[src/rtl/bcd_adj_pkg.sv]
package bcd_adj_pkg;
  localparam int unsigned DIG_W   = 4;
  localparam int unsigned BYTE_W  = 2 * DIG_W;
  localparam int unsigned DIG_MAX = 9;
  localparam int unsigned DIG_FIX = 6;
  typedef logic [DIG_W-1:0]  digit_t;
  typedef logic [BYTE_W-1:0] byte_t;
endpackage

[src/rtl/bcd_lo_fix.sv]
module bcd_lo_fix
  import bcd_adj_pkg::*;
(
  input  logic   clk_i,
  input  logic   rst_ni,
  input  digit_t nib_i,
  input  logic   ac_i,
  output digit_t nib_o,
  output logic   carry_o
);
  localparam int unsigned UP_W = DIG_W - 1;
  localparam logic [UP_W:0] HALF_FIX = (UP_W+1)'(DIG_FIX / 2);

  logic [UP_W:0] upper_sum;
  logic          fix;

  // adding six == adding three to bits 3..1; bit 0 untouched
  assign upper_sum = {1'b0, nib_i[DIG_W-1:1]} + HALF_FIX;
  assign fix       = ac_i | (nib_i > digit_t'(DIG_MAX));
  assign nib_o     = fix ? {upper_sum[UP_W-1:0], nib_i[0]} : nib_i;
  assign carry_o   = fix & upper_sum[UP_W];

  AST_LO_BIT0: assert property (@(posedge clk_i) disable iff (!rst_ni)
    nib_o[0] == nib_i[0]);
  AST_LO_PASS: assert property (@(posedge clk_i) disable iff (!rst_ni)
    (!ac_i && nib_i <= digit_t'(DIG_MAX)) |-> (nib_o == nib_i && !carry_o));
  AST_LO_CARRY: assert property (@(posedge clk_i) disable iff (!rst_ni)
    carry_o |-> (nib_o < digit_t'(DIG_FIX)));
endmodule

[src/rtl/bcd_hi_fix.sv]
module bcd_hi_fix
  import bcd_adj_pkg::*;
(
  input  logic   clk_i,
  input  logic   rst_ni,
  input  digit_t nib_i,
  input  logic   cin_i,
  input  logic   cy_i,
  output digit_t nib_o,
  output logic   cy_o
);
  localparam int unsigned SUM_W = DIG_W + 1;

  logic [SUM_W-1:0] plain_sum;
  logic [SUM_W-1:0] fixed_sum;
  logic             fix;

  // both candidates in parallel, selected late
  assign plain_sum = {1'b0, nib_i} + {{DIG_W{1'b0}}, cin_i};
  assign fixed_sum = {1'b0, nib_i} + SUM_W'(DIG_FIX) + {{DIG_W{1'b0}}, cin_i};
  assign fix       = cy_i | plain_sum[DIG_W] | (plain_sum[DIG_W-1:0] > digit_t'(DIG_MAX));
  assign nib_o     = fix ? fixed_sum[DIG_W-1:0] : plain_sum[DIG_W-1:0];
  assign cy_o      = cy_i | (fix & fixed_sum[DIG_W]);

  AST_HI_STICKY: assert property (@(posedge clk_i) disable iff (!rst_ni)
    cy_i |-> cy_o);
  AST_HI_PASS: assert property (@(posedge clk_i) disable iff (!rst_ni)
    (!cy_i && !cin_i && nib_i <= digit_t'(DIG_MAX)) |-> (nib_o == nib_i && !cy_o));
endmodule

[src/rtl/bcd_adj_unit.sv]
module bcd_adj_unit
  import bcd_adj_pkg::*;
#(
  parameter bit REG_OUT = 1'b1
) (
  input  logic       clk_i,
  input  logic       rst_ni,
  input  logic [7:0] acc_i,
  input  logic       cy_i,
  input  logic       ac_i,
  output logic [7:0] acc_o,
  output logic       cy_o
);
  digit_t lo_adj, hi_adj;
  logic   lo_carry, cy_adj;
  byte_t  adj_byte;

  bcd_lo_fix u_lo (
    .clk_i   (clk_i),
    .rst_ni  (rst_ni),
    .nib_i   (acc_i[DIG_W-1:0]),
    .ac_i    (ac_i),
    .nib_o   (lo_adj),
    .carry_o (lo_carry)
  );

  bcd_hi_fix u_hi (
    .clk_i  (clk_i),
    .rst_ni (rst_ni),
    .nib_i  (acc_i[BYTE_W-1:DIG_W]),
    .cin_i  (lo_carry),
    .cy_i   (cy_i),
    .nib_o  (hi_adj),
    .cy_o   (cy_adj)
  );

  assign adj_byte = {hi_adj, lo_adj};

  generate
    if (REG_OUT) begin : g_reg
      byte_t acc_q;
      logic  cy_q;
      always_ff @(posedge clk_i or negedge rst_ni) begin
        if (!rst_ni) begin
          acc_q <= '0;
          cy_q  <= 1'b0;
        end else begin
          acc_q <= adj_byte;
          cy_q  <= cy_adj;
        end
      end
      assign acc_o = acc_q;
      assign cy_o  = cy_q;

      AST_REG_LATENCY: assert property (@(posedge clk_i) disable iff (!rst_ni)
        1'b1 |=> (acc_o == $past(adj_byte) && cy_o == $past(cy_adj)));
      AST_REG_STICKY: assert property (@(posedge clk_i) disable iff (!rst_ni)
        cy_i |=> cy_o);
    end else begin : g_comb
      assign acc_o = adj_byte;
      assign cy_o  = cy_adj;

      AST_COMB_BIT0: assert property (@(posedge clk_i) disable iff (!rst_ni)
        acc_o[0] == acc_i[0]);
    end
  endgenerate

  AST_LO_CARRY_INTO_HI: assert property (@(posedge clk_i) disable iff (!rst_ni)
    (lo_carry && !cy_i && acc_i[7:4] < 4'd8) |-> (hi_adj == acc_i[7:4] + 4'd1));
  AST_HI_OVERFLOW: assert property (@(posedge clk_i) disable iff (!rst_ni)
    (!cy_i && acc_i[7:4] >= 4'd10) |-> cy_adj);
endmodule

[config.mk]
export PLATFORM = sky130hd
export DESIGN_NAME = bcd_adj_unit
export DESIGN_NICKNAME = d
export VERILOG_FILES = /design/src/rtl/bcd_adj_pkg.sv /design/src/rtl/bcd_lo_fix.sv /design/src/rtl/bcd_hi_fix.sv /design/src/rtl/bcd_adj_unit.sv
export SDC_FILE = /design/constraint.sdc
export NUM_CORES = 1
export LEC_CHECK = 0
export BUFFER_PORTS_ARGS = -buffer_cell sky130_fd_sc_hd__buf_2
export CAP_MARGIN = 10
export CORE_AREA = 3 3 40 42
export CTS_CLUSTER_DIAMETER = 80
export DETAILED_ROUTE_END_ITERATION = 6
export DIE_AREA = 0 0 43 45
export GPL_ROUTABILITY_DRIVEN = 0
export GPL_TIMING_DRIVEN = 0
export HOLD_SLACK_MARGIN = 0.03
export PLACE_DENSITY_LB_ADDON = 0.3
export SLEW_MARGIN = 40
export SYNTH_ARGS = -nofsm -noshare
export SYNTH_HDL_FRONTEND = slang
export SYNTH_SLANG_ARGS = --single-unit
[constraint.sdc]
create_clock -name clk_i -period 0.8 [get_ports clk_i]
set_input_delay 0.12 -clock clk_i [delete_from_list [all_inputs] [get_ports clk_i]]
set_output_delay 0.12 -clock clk_i [all_outputs]
set_load 0.1 [all_outputs]
==> results summary <==
The flow ran to the end, but the final reports show violations. The checks that failed: negative setup slack. The number of synthesized register bits came out at 9.

TritonCTS built the clock tree. The met2 wire length is 737 um. Of all nets on the critical path, the largest fanout is 5. The kind of end point of the critical path is a register. The fill cell instance count of the final layout came out at 78. The worst slack after detailed placement is -837 ps. The number of placed instances, taps included, is 87. Pin placement for this block handled 21 I/O pins. The number of hold-slack violations in the final timing report came out at 0. The number of distinct library cells after synthesis is 23. The area of the die is 1940 sq um.

The net load switching power came out at 0.000725 W. After detailed routing, no signal wire sits above met4. The number of cell rows is 13.

The first-pass iteration count of the detailed router came out at 4. Setup violations remaining at the end of the flow were counted as 13. In this run the cell area of the synthesized design comes to 505 sq um. Headroom to the max-slew limit came out at 0.807.

The total power is 0.00174 W. The share of final-layout standard cells stronger than drive strength 1 came out at 0.547. The number of global-route vias before repair came to 501.

The share of total power in the clock network came out at 0.200. The clock net in this run drives a total of 9 sinks. The area of the placeable core is 1280 sq um.

The part of the total power dissipated in sequential elements is 0.315. The count of routing violations after the opening detailed-route iteration is 15. Across the run, the number of max-cap violations was 0. The final design instance area without fill came out at 935 sq um.

Leaving out fill and tap cells, the most frequent cell in the layout is buf_4. The mean number of vias per cell is 5.19. The routed wire length on met3 came out at 90 um.

The die boundary width is 43 um. The final max-slew violation count is 0. The critical path startpoint category is an input pin.

The worst supply voltage drop on vdd came out at 0.745 mV. Yosys attributes the largest share of cell area to dfrtp_1, ha_1, o21ai_0. The synthesized area per cell came out at 9.54 sq um.

Setup repair after global routing could not meet its margin everywhere. The initial utilization of the core area, before any placement, comes to 0.393. Buffers placed on the I/O ports in this run total 19. The number of antenna diodes in the final layout is 0. In this run, CTS created clock tree buffers numbering 3. For this run, the top clock speed supported by timing is 0.749 GHz.

In the layout the commonest cells are buf_4, dfrtp_2, buf_2. For this run, the total global-route usage over all layers was measured as 0.157. The final cell count without fillers came out at 101. The number of design rule violations left after detail routing is 0.

The net count of the mapped netlist is 69. The detailed placer's ending HPWL came out at 810 um. The first global-routing pass estimated 2060 um of wire. The die boundary height came out at 45 um.

The post-layout net count is 103. The met1 wire length is 463 um. For this run, the register share of the synthesized area comes to 0.446. The setup slack after layout is -534 ps. The area fraction of the dominant cell type after synthesis is 0.446.

Once placement finished, the instance area stood at 677 sq um. The critical path data arrival time came out at 1470 ps. The total internal power came out at 0.00102 W. The maximum buffer depth of the clock tree came out at 2. Of the total power, combinational logic draws 0.485. The post-route antenna net violation count came out at 0. STA puts the critical path data required time at 940 ps. The cell at the root of the clock tree is clkbuf_4. The classification of the worst-slack hold path is input pin to register.

Yosys printed 0 warnings. The number of antenna violations at the first check in global routing is 0. The final wirelength is 1350 um. The remaining global-route overflow came out at 0. Of the total power, the share spent switching nets is 0.416. In the finished design, the share of the clock period the worst path needs comes to 1.67. The cell count after synthesis came out at 53. The synthesized design spends more area on one cell type than any other, namely dfrtp_1. The minimum clock period is 1330 ps. The sum of negative setup slack came out at -3180 ps. Detailed routing inserted a total of 524 vias. For the pin with the worst max-slew slack, the measured transition is 288 ps. The pin count of the biggest net entering global routing came out at 11.

The total power per unit cell area came out at 1870 nW/um^2. The leakage power figure came out at 0.398 nW. The mean routed wirelength per cell is 13.4 um. The number of H-tree levels is 1. The relative area change from synthesis to final layout came out at 84.9%. The critical setup path kind is input pin to register. Clock-pin slew was measured on the worst setup and hold paths at 60 ps.
## sequential cells by signal (all words and copies together), names as in the netlist
name   flops
acc_o      8
cy_o       1
## power groups by stage
stage	Combinational (W)	Sequential [W]	Clock (W)
CTS	0.000777	0.000539	0.000355
detailed placement	0.000650	0.000528	0
finish	0.000847	0.000549	0.000349
floorplan	0.000152	0.000900	0
global route	0.000884	0.000553	0.000389
global placement	0.000649	0.000527	0
## synthesized netlist by cell type (all sizes together)
cell and count:
a41oi 1, ha 4, nand3 3, nand2b 2, nor3 1, a31oi 1
a31o 1, o21ai 7, dfrtp 9, nor2b 1, o22ai 1, nor2 4
o21a 2, inv 4, buf 1, nand2 3, o311ai 1, o211ai 1
xnor2 2, o31ai 1, a21oi 3
## routing by layer
| layer | up-vias | GRT usage |
|---|---|---|
| met5 | - | 0 |
| met4 | 0 | 0.193 |
| met3 | 6 | 0.0239 |
| met2 | 25 | 0.269 |
| met1 | 236 | 0.145 |
| li1 | 257 | - |
## stage by stage
step,hold slack (ps),util
floorplan,-176,-
global placement,-28.4,0.527
detailed placement,-26.2,0.527
CTS,49.6,0.671
global route,98.9,0.727
finish,99.7,0.727
## path summary, 6_finish.rpt
kind,from,to,cells after the start
max in group asynchronous,rst_ni,acc_o[6],2
max,acc_i[1],acc_o[6],9
min in group asynchronous,rst_ni,acc_o[2],2
min,acc_i[2],acc_o[2],3
## cell type report
cell class              instances  area, sq um  share of cell area
multi-input cells              39          317               0.339
repair buffers                 29          309               0.331
flip-flops and latches          9          235               0.252
clock buffers                   4         26.3              0.0281
well taps                      15         18.8              0.0201
inverters                       4         17.5              0.0187
plain buffers                   1         11.3              0.0120
## worst max-delay path, cell delays in order
cell and delay [ps]:
buf_8 100, o21a_4 220, ha_4 180, inv_4 60
ha_4 210, buf_4 140, nand3_1 90, nand3_1 110
a31o_1 240
## cell families (layout without fill, tap and decap cells)
kind of cell               count (synthesis)  in the layout  share of synthesized area
DFF                                        9              9                      0.446
buffers and inverters                      5             38                     0.0520
AOI/OAI and AO/OA                         19             19                      0.235
adders and majority gates                  4              4                     0.0990
xor gates and xnor gates                   2              2                     0.0347
and+or+nand+nor                           14             14                      0.134
## timing repair
item                       CTS  global route
setup buffers                5             3
hold buffers                 2             0
hold endpoints to repair    10             0
pin swaps                    9             8
gates cloned                 0             0
gates resized for setup     28            12
setup endpoints to repair   13            13
(Power assumes the default switching activity.)
